[src/rtl/ddr2_init_pkg.sv]
package ddr2_init_pkg;

    localparam int BPOS_W       = 5;
    localparam int DLL_RST_BIT  = 8;
    localparam int OCD_LSB      = 7;
    localparam int PRE_ALL_BIT  = 10;

    typedef enum logic [2:0] {
        CMD_MRS = 3'b000,
        CMD_REF = 3'b001,
        CMD_PRE = 3'b010,
        CMD_NOP = 3'b111
    } cmd_e;

    typedef enum logic [3:0] {
        ST_PWRUP,
        ST_CKE,
        ST_PRE1,
        ST_EMR2,
        ST_EMR3,
        ST_EMR1_DLL,
        ST_MR_DLLRST,
        ST_PRE2,
        ST_REF1,
        ST_REF2,
        ST_MR_RUN,
        ST_EMR1_OCDDEF,
        ST_EMR1_OCDEXIT,
        ST_NORMAL,
        ST_READY
    } step_e;

    typedef struct packed {
        int unsigned pwr;
        int unsigned cke;
        int unsigned mrd;
        int unsigned pre;
        int unsigned rfc;
        int unsigned dll;
        int unsigned settle;
    } wait_cfg_s;

    function automatic int unsigned ns_to_cyc(int unsigned ns, int unsigned ps,
                                              int unsigned floor_c);
        longint unsigned num;
        longint unsigned c;
        num = longint'(ns) * 1000;
        c   = (num + longint'(ps) - 1) / longint'(ps);
        if (c < longint'(floor_c)) c = longint'(floor_c);
        return int'(c);
    endfunction

    function automatic int unsigned max2(int unsigned a, int unsigned b);
        return (a > b) ? a : b;
    endfunction

    function automatic int unsigned step_wait(step_e s, wait_cfg_s w);
        case (s)
            ST_PWRUP:        return w.pwr;
            ST_CKE:          return w.cke;
            ST_EMR1_DLL:     return w.dll;
            ST_PRE2:         return w.pre;
            ST_REF1,
            ST_REF2:         return w.rfc;
            ST_NORMAL:       return w.settle;
            default:         return w.mrd;
        endcase
    endfunction

    function automatic int unsigned max_wait(wait_cfg_s w);
        int unsigned m;
        m = max2(w.pwr, w.cke);
        m = max2(m, w.mrd);
        m = max2(m, w.pre);
        m = max2(m, w.rfc);
        m = max2(m, w.dll);
        m = max2(m, w.settle);
        return m;
    endfunction

endpackage

[src/rtl/ddr2_bank_pos.sv]
module ddr2_bank_pos
    import ddr2_init_pkg::*;
(
    input  logic [1:0]        col_code,
    input  logic [1:0]        row_code,
    input  logic              seq_map,
    input  logic              half_bus,
    output logic [BPOS_W-1:0] bank_pos
);
    localparam logic [BPOS_W-1:0] COL_BASE = BPOS_W'(9);
    localparam logic [BPOS_W-1:0] ROW_BASE = BPOS_W'(11);

    logic [BPOS_W-1:0] row_part;
    logic [BPOS_W-1:0] bus_part;

    always_comb begin
        row_part = seq_map ? (BPOS_W'(row_code) + ROW_BASE) : '0;
        bus_part = half_bus ? BPOS_W'(2) : BPOS_W'(1);
        bank_pos = BPOS_W'(col_code) + COL_BASE + row_part + bus_part;
    end
endmodule

[src/rtl/ddr2_wait_timer.sv]
module ddr2_wait_timer #(
    parameter int CNT_W = 16
) (
    input  logic             clk,
    input  logic             load,
    input  logic [CNT_W-1:0] load_val,
    output logic             expire
);
    logic [CNT_W-1:0] cnt_q;

    always_ff @(posedge clk) begin
        if (load)
            cnt_q <= load_val;
        else if (cnt_q != '0)
            cnt_q <= cnt_q - 1'b1;
    end

    assign expire = (cnt_q == '0);
endmodule

[src/rtl/ddr2_step_decode.sv]
module ddr2_step_decode
    import ddr2_init_pkg::*;
#(
    parameter int ADDR_W = 14
) (
    input  step_e             step,
    input  logic              fresh,
    input  logic [ADDR_W-1:0] mr_cfg,
    input  logic [ADDR_W-1:0] emr1_cfg,
    input  logic [ADDR_W-1:0] emr2_cfg,
    output logic              cke_o,
    output cmd_e              cmd_o,
    output logic [1:0]        ba_o,
    output logic [ADDR_W-1:0] addr_o
);
    localparam logic [ADDR_W-1:0] OCD_MASK = ADDR_W'(7) << OCD_LSB;
    localparam logic [ADDR_W-1:0] DLL_MASK = ADDR_W'(1) << DLL_RST_BIT;
    localparam logic [ADDR_W-1:0] PRE_MASK = ADDR_W'(1) << PRE_ALL_BIT;

    logic [ADDR_W-1:0] emr1_base;

    always_comb begin
        emr1_base = emr1_cfg & ~OCD_MASK;
        cke_o  = 1'b1;
        cmd_o  = CMD_NOP;
        ba_o   = 2'd0;
        addr_o = '0;
        case (step)
            ST_PWRUP: cke_o = 1'b0;
            ST_PRE1, ST_PRE2: if (fresh) begin
                cmd_o  = CMD_PRE;
                addr_o = PRE_MASK;
            end
            ST_EMR2: if (fresh) begin
                cmd_o  = CMD_MRS;
                ba_o   = 2'd2;
                addr_o = emr2_cfg;
            end
            ST_EMR3: if (fresh) begin
                cmd_o  = CMD_MRS;
                ba_o   = 2'd3;
            end
            ST_EMR1_DLL, ST_EMR1_OCDEXIT: if (fresh) begin
                cmd_o  = CMD_MRS;
                ba_o   = 2'd1;
                addr_o = emr1_base;
            end
            ST_EMR1_OCDDEF: if (fresh) begin
                cmd_o  = CMD_MRS;
                ba_o   = 2'd1;
                addr_o = emr1_base | OCD_MASK;
            end
            ST_MR_DLLRST: if (fresh) begin
                cmd_o  = CMD_MRS;
                addr_o = mr_cfg | DLL_MASK;
            end
            ST_MR_RUN: if (fresh) begin
                cmd_o  = CMD_MRS;
                addr_o = mr_cfg & ~DLL_MASK;
            end
            ST_REF1, ST_REF2: if (fresh) cmd_o = CMD_REF;
            default: ;
        endcase
    end
endmodule

[src/rtl/ddr2_bringup_seq.sv]
module ddr2_bringup_seq
    import ddr2_init_pkg::*;
#(
    parameter int ADDR_W        = 14,
    parameter int CLK_PERIOD_PS = 4000,
    parameter int PWRUP_NS      = 200000,
    parameter int CKE_NS        = 400,
    parameter int MRD_NS        = 15,
    parameter int PRE_NS        = 400,
    parameter int RFC_NS        = 400,
    parameter int DLL_LOCK_CYC  = 200,
    parameter int SETTLE_NS     = 10000
) (
    input  logic              clk,
    input  logic              rst,
    input  logic [1:0]        col_code,
    input  logic [1:0]        row_code,
    input  logic              seq_map,
    input  logic              half_bus,
    input  logic [ADDR_W-1:0] mr_cfg,
    input  logic [ADDR_W-1:0] emr1_cfg,
    input  logic [ADDR_W-1:0] emr2_cfg,
    output logic              cke,
    output logic [2:0]        cmd,
    output logic [1:0]        ba,
    output logic [ADDR_W-1:0] addr,
    output logic [BPOS_W-1:0] bank_pos,
    output logic              rfsh_en,
    output logic              init_done
);
    localparam int unsigned W_MRD = ns_to_cyc(MRD_NS, CLK_PERIOD_PS, 2);
    localparam wait_cfg_s WAITS = '{
        pwr:    ns_to_cyc(PWRUP_NS,  CLK_PERIOD_PS, 2),
        cke:    ns_to_cyc(CKE_NS,    CLK_PERIOD_PS, 2),
        mrd:    W_MRD,
        pre:    ns_to_cyc(PRE_NS,    CLK_PERIOD_PS, 2),
        rfc:    ns_to_cyc(RFC_NS,    CLK_PERIOD_PS, 2),
        dll:    max2(DLL_LOCK_CYC, W_MRD),
        settle: ns_to_cyc(SETTLE_NS, CLK_PERIOD_PS, 2)
    };
    localparam int CNT_W = $clog2(max_wait(WAITS) + 1);

    step_e            step_q;
    step_e            step_nx;
    logic             fresh_q;
    logic             expire;
    logic             advance;
    logic             tmr_load;
    logic [CNT_W-1:0] tmr_val;
    cmd_e             cmd_dec;

    always_comb begin
        step_nx  = (step_q == ST_READY) ? ST_READY : step_e'(step_q + 4'd1);
        advance  = expire && (step_q != ST_READY);
        tmr_load = rst || advance;
        tmr_val  = rst ? CNT_W'(step_wait(ST_PWRUP, WAITS) - 1)
                       : CNT_W'(step_wait(step_nx, WAITS) - 1);
    end

    always_ff @(posedge clk) begin
        if (rst) begin
            step_q  <= ST_PWRUP;
            fresh_q <= 1'b1;
        end else if (advance) begin
            step_q  <= step_nx;
            fresh_q <= 1'b1;
        end else begin
            fresh_q <= 1'b0;
        end
    end

    ddr2_wait_timer #(.CNT_W(CNT_W)) u_timer (
        .clk      (clk),
        .load     (tmr_load),
        .load_val (tmr_val),
        .expire   (expire)
    );

    ddr2_step_decode #(.ADDR_W(ADDR_W)) u_decode (
        .step     (step_q),
        .fresh    (fresh_q),
        .mr_cfg   (mr_cfg),
        .emr1_cfg (emr1_cfg),
        .emr2_cfg (emr2_cfg),
        .cke_o    (cke),
        .cmd_o    (cmd_dec),
        .ba_o     (ba),
        .addr_o   (addr)
    );

    ddr2_bank_pos u_bank_pos (
        .col_code (col_code),
        .row_code (row_code),
        .seq_map  (seq_map),
        .half_bus (half_bus),
        .bank_pos (bank_pos)
    );

    assign cmd       = cmd_dec;
    assign rfsh_en   = (step_q == ST_NORMAL) || (step_q == ST_READY);
    assign init_done = (step_q == ST_READY);
endmodule

[config.mk]
export PLATFORM = sky130hd
export DESIGN_NAME = ddr2_bringup_seq
export DESIGN_NICKNAME = d
export VERILOG_FILES = /design/src/rtl/ddr2_init_pkg.sv /design/src/rtl/ddr2_bank_pos.sv /design/src/rtl/ddr2_wait_timer.sv /design/src/rtl/ddr2_step_decode.sv /design/src/rtl/ddr2_bringup_seq.sv
export SDC_FILE = /design/constraint.sdc
export NUM_CORES = 1
export LEC_CHECK = 0
export ABC_AREA = 1
export BUFFER_PORTS_ARGS = -buffer_cell sky130_fd_sc_hd__buf_2
export CORE_MARGIN = 8
export CORE_UTILIZATION = 40
export DETAILED_ROUTE_END_ITERATION = 16
export PLACE_DENSITY = 0.69
export SLEW_MARGIN = 25
export SYNTH_ARGS = -nofsm -noshare
export SYNTH_HDL_FRONTEND = slang
export SYNTH_SLANG_ARGS = --single-unit
[constraint.sdc]
create_clock -name clk -period 2.6 [get_ports clk]
set_clock_uncertainty 0.15 [all_clocks]
set_input_delay 0.52 -clock clk [delete_from_list [all_inputs] [get_ports clk]]
set_output_delay 0.52 -clock clk [all_outputs]
set_load 0.01 [all_outputs]
Yosys cells after proc, flatten, opt, wreduce, memory -nomap -nowiden --
Cells that the tools add are included.
Operators by class: reductions and logical operators 14, $add $sub $neg 7, equality and inequality tests 20, muxes and demuxes 24
Operator list (count):
- 14-bit case mux with 6 select lines | 1
- 14-bit 2-to-1 mux | 5
- 16-bit case mux with 4 select lines | 1
- 16-bit 2-to-1 mux | 3
- 4-bit == test, second input constant | 10
- 16-bit by 1-bit subtractor with 16-bit output, second input constant | 2
- 4-bit by 3-bit == test with 1-bit output, second input constant | 6
- 16-bit zero test | 1
- 16-bit nonzero test | 1
- 11-bit 2-to-1 mux | 1
- 2-bit by 4-bit adder with 5-bit output, second input constant | 2
- 5-bit adder | 2
- 3-bit 2-to-1 mux | 3
- 3-bit case mux with 3 select lines | 1
- 4-bit by 2-bit == test with 1-bit output, second input constant | 2
- 4-bit zero test | 2
- 7-bit OR reduction | 1
- 2-bit 2-to-1 mux | 3
- 2-bit case mux with 3 select lines | 1
- 2-bit OR reduction | 3
- 5-bit 2-to-1 mux | 1
- 4-bit by 1-bit adder with 4-bit output, second input constant | 1
- 4-bit by 1-bit == test with 1-bit output, second input constant | 1
- 4-bit 2-to-1 mux | 1
- other kinds (7) | 10
Word-level totals: output and inout port bits 27, register bits 21, word-level logic and storage cells 68

Longest topological paths before layout --
depth after elaboration 8, depth in mapped cells 18, mapped depth without buffers 18

By module --
From an unflattened synthesis, not the netlist that was laid out.
Unflattened totals: cell total of the unflattened synthesis 418, area total of the unflattened synthesis 2591.2 um^2
Modules (own cells, without submodules):
- ddr2_wait_timer | area each 1123.6 um^2, sequential area each 480.5 um^2, times used 1, cells an instance 148
- ddr2_step_decode | area each 772.0 um^2, sequential area each 0.0 um^2, times used 1, cells an instance 157
- ddr2_bringup_seq | area each 493.0 um^2, sequential area each 100.1 um^2, times used 1, cells an instance 83
- ddr2_bank_pos | area each 202.7 um^2, sequential area each 0.0 um^2, times used 1, cells an instance 30

Worst setup path before layout --
OpenSTA, ideal clock, no wires.
path type input port to output port, from input port row_code[0], to output port bank_pos[3], slack -209 ps, stages 8, data arrival time 2139 ps, cell sequence inv_1 -> ha_1 -> nor2_1 -> fa_1 -> ha_1 -> a21oi_1 -> o21ai_0 -> xor2_1
Between the ends: word-level cells in the longest chain between the ends 4
Ends and longest elaborated chain:
- from (decl) | line ddr2_bringup_seq.sv:17 | input logic [1:0] row_code,
- 2-bit by 4-bit adder with 5-bit output | line ddr2_bank_pos.sv:17 | row_part = seq_map ? (BPOS_W'(row_code) + ROW_BASE) : '0;
- 5-bit 2-to-1 mux | line ddr2_bank_pos.sv:17
- 5-bit adder (2 in a row) | line ddr2_bank_pos.sv:19 | bank_pos = BPOS_W'(col_code) + COL_BASE + row_part + bus_part;
- to (decl) | line ddr2_bringup_seq.sv:27 | output logic [BPOS_W-1:0] bank_pos,
Every way passes these cells.

Final worst setup path --
Ends and elaborated chain as after synthesis.

==> run_results.csv <==
group,metric,value,unit
pwr,combinationalPowerShare,24.2,%
cells_and_area,nets,460,
synthesis,postSynthAreaPerCell,6.80,um^2
status,violations,"negative setup slack",
routing,route.detailed.drc,0,
clock_network,cts_tree,"built",
pwr,pwr_density_cell,283,mW/mm^2
cells_and_area,n_antenna_cell,0,
synthesis,synth_nets,379,
routing,vias,2227,
sta,relSlewSlack,70.0,%
routing,antenna_left,0,
critical_path,cpMaxStageDelayCell,"fa_1",
cells_and_area,area_delta_synth_final,28.9,%
routing,routed_wl,5.90,mm
routing,drt_iter0_markers,106,
global_route,overflow,0,
clock_network,cts_root_buf,"clkbuf_8",
cells_and_area,drive_above_1_share,33.8,%
synthesis,syn_area,0.00215,mm^2
pwr,internal-power,0.576,mW
sta,setup_viol,4,
sta,finalSetupTns,-0.873,ns
place,placed_area,0.00266,mm^2
pwr,leakagePower,1.41,nW
global_route,grt_usage,14.5,%
floorplanning,core_area,0.00514,mm^2
synthesis,yosys.area.top_type_share,22.4,%
synthesis,ys_ff_latch,21,
cells_and_area,design_area,0.00277,mm^2
routing,drt_first_pass_iters,4,
place,dpl.hpwl,4.85,mm
critical_path,critPathCaptureType,"output pin",
pwr,p_clk_share,27.0,%
floorplanning,rows,26,
clock_network,h-tree-depth,1,
clock_network,numCtsBuffers,3,
synthesis,synthCells,316,
critical_path,worstPathMaxFanout,2,
global_route,antenna_found_initial,0,
critical_path,path_cells,"buf_12 > inv_12 > ha_4 > nor2_4 > fa_1 > ha_1 > a21oi_2 > o21ai_1 > xor2_1 > buf_2",
pwr,switching_share,26.5,%
cells_and_area,final_common_cell,"nand2_1",
clock_network,cts.path.max_buffers,2,
place,place_congestion,0.870,
routing,avgViaCountPerCell,4.78,
global_route,grt_first_pass_wirelength,9.26,mm
status,outcome,"complete, but fails checks",
sta,finalHoldViolations,0,
routing,wl_per_cell,12.7,um
sta,min_period_over_period,110,%
sta,final_max_slew_viol_count,0,
floorplanning,initial_utilization,41.8,%
critical_path,cp-start-kind,"input port",
pwr,peakVddDrop,0.000242,V
synthesis,ys_seq_area_share,27.0,%
place,io_buffer_count,72,
floorplanning,die_w,89.3,um
floorplanning,die-area,0.00797,mm^2
pwr,power,0.784,mW
flow_run,max-cap-violations,0,
sta,rsz0062_at_grt,"yes",
sta,worst_pin_slew,0.450,ns
global_route,first_global_vias,2088,
critical_path,cp_slowest_stage_delay,0.43,ns
critical_path,critPathKind,"in2out",
floorplanning,num_io_pins,77,
critical_path,worstPathRequired,1.93,ns
pwr,p_switching,0.208,mW
min_path,hold_path.class,"reg2reg",
clock_network,clock_sinks,21,
sta,worst_slack,-0.250,ns
sta,timing.fmax,0.351,GHz
cells_and_area,final_cell_mix,"nand2_1, buf_2, nand3_1",
clock_network,clk_pin_slew_worst_paths,0.08,ns
synthesis,synth_area_leaders,"edfxtp_1, nand2_1, nand3_1",
clock_network,clk_latency,0.26,ns
pwr,seqPwrFrac,48.8,%
synthesis,yosys.area.top_type,"edfxtp_1",
synthesis,yosys_warnings,0,
critical_path,critPathArrivalTime,2.18,ns
synthesis,synth_cell_type_count,32,
floorplanning,die_h,89.3,um
global_route,grt_max_degree,15,
sta,min_period,2.85,ns
## flip-flops by register name, indices dropped and copies added, names as in the netlist
| signal | cells |
|---|---|
| u_timer.cnt_q | 16 |
| step_q | 4 |
| fresh_q | 1 |
## logic make-up (layout without fill, tap and decap cells)
logic type                 count (synthesis)  in the layout  synth area share [%]
AOI/OAI and AO/OA                         26             26                  7.05
xor gates and xnor gates                  13             13                  5.30
adders and majority gates                 13             13                  8.27
buffers and inverters                     55            135                  11.1
DFF                                       21             21                  27.0
and+or+nand+nor                          188            188                  41.2
## per-stage QoR
step                      setup WS [ns]  utilization [%]  instances  hold slack [ns]
after global placement           -0.340             51.7        461            0.410
after global routing             -0.337             53.9        466            0.454
after floorplan                 -0.0720                -        316            0.369
after detailed placement         -0.363             51.7        461            0.422
after CTS                        -0.285             53.1        465            0.434
final                            -0.250             53.9        466            0.440
## cells in the mapped netlist
| cell type | number |
|---|---|
| clkbuf_1 | 1 |
| nand2_4 | 2 |
| o21ai_2 | 1 |
| nand3_4 | 1 |
| nand3b_1 | 1 |
| nor2_2 | 7 |
| o211ai_1 | 3 |
| nand2_2 | 9 |
| nand4_1 | 4 |
| dfxtp_1 | 5 |
| and3_1 | 1 |
| nand3_1 | 41 |
| fa_1 | 2 |
| buf_2 | 2 |
| nor2_1 | 31 |
| nor3_2 | 2 |
| a21o_1 | 1 |
| a21oi_1 | 6 |
| nand3_2 | 4 |
| o21ai_1 | 5 |
| edfxtp_1 | 16 |
| o21ai_0 | 9 |
| ha_1 | 11 |
| o211ai_2 | 1 |
| buf_4 | 2 |
| xnor2_1 | 5 |
| xor2_1 | 8 |
| nand2_1 | 80 |
| inv_1 | 41 |
| nor3_1 | 5 |
| buf_6 | 3 |
| inv_2 | 6 |
## repair_timing
item,CTS,global route
setup buffers,0,0
cloned,0,1
gates resized for setup,9,9
setup endpoints to repair,15,19
hold buffers,0,0
pin swaps,6,2
## final cells by class
cell class	count	area, um^2
fillers	534	2370
multi-input cells	240	1380
flip-flops and latches	21	583
repair buffers	83	474
inverters	47	196
well taps	70	87.6
clock buffers	4	45.0
repair inverters	1	7.51
## metal layers
layer	vias to the layer above	GRT usage (%)	share of wire (%)
li1	1180	-	-
met5	-	0	0
met3	5	2.39	3.3
met4	0	3.02	0.49
met2	40	25.5	52
met1	1002	18.0	44
## critical path, delay by kind of cell
family          cells  cell delay [ns]
simple gates        1             0.11
compound gates      2             0.21
xor+xnor            1             0.13
fa+ha+maj           3             0.92
buf+inv             3             0.29
## worst paths after layout
check / startpoint / to / slack [ns] / depth (start not counted)
setup reg to reg: step_q[1] / u_timer.cnt_q[6] / 0.20 / 17
hold reg to reg: step_q[3] / step_q[3] / 0.44 / 2
hold / removal: step_q[3] / step_q[3] / 0.44 / 2
setup / recovery: row_code[0] / bank_pos[3] / -0.25 / 10
## power groups by stage
stage | clock network, mW | registers (mW) | logic (mW)
2_1_floorplan | 0 | 0.385 | 0.104
3_3_place_gp | 0 | 0.389 | 0.171
3_5_place_dp | 0 | 0.390 | 0.177
4_1_cts | 0.215 | 0.382 | 0.187
5_1_grt | 0.227 | 0.384 | 0.214
6_report | 0.212 | 0.382 | 0.189
Power figures use the tool's default switching activity.
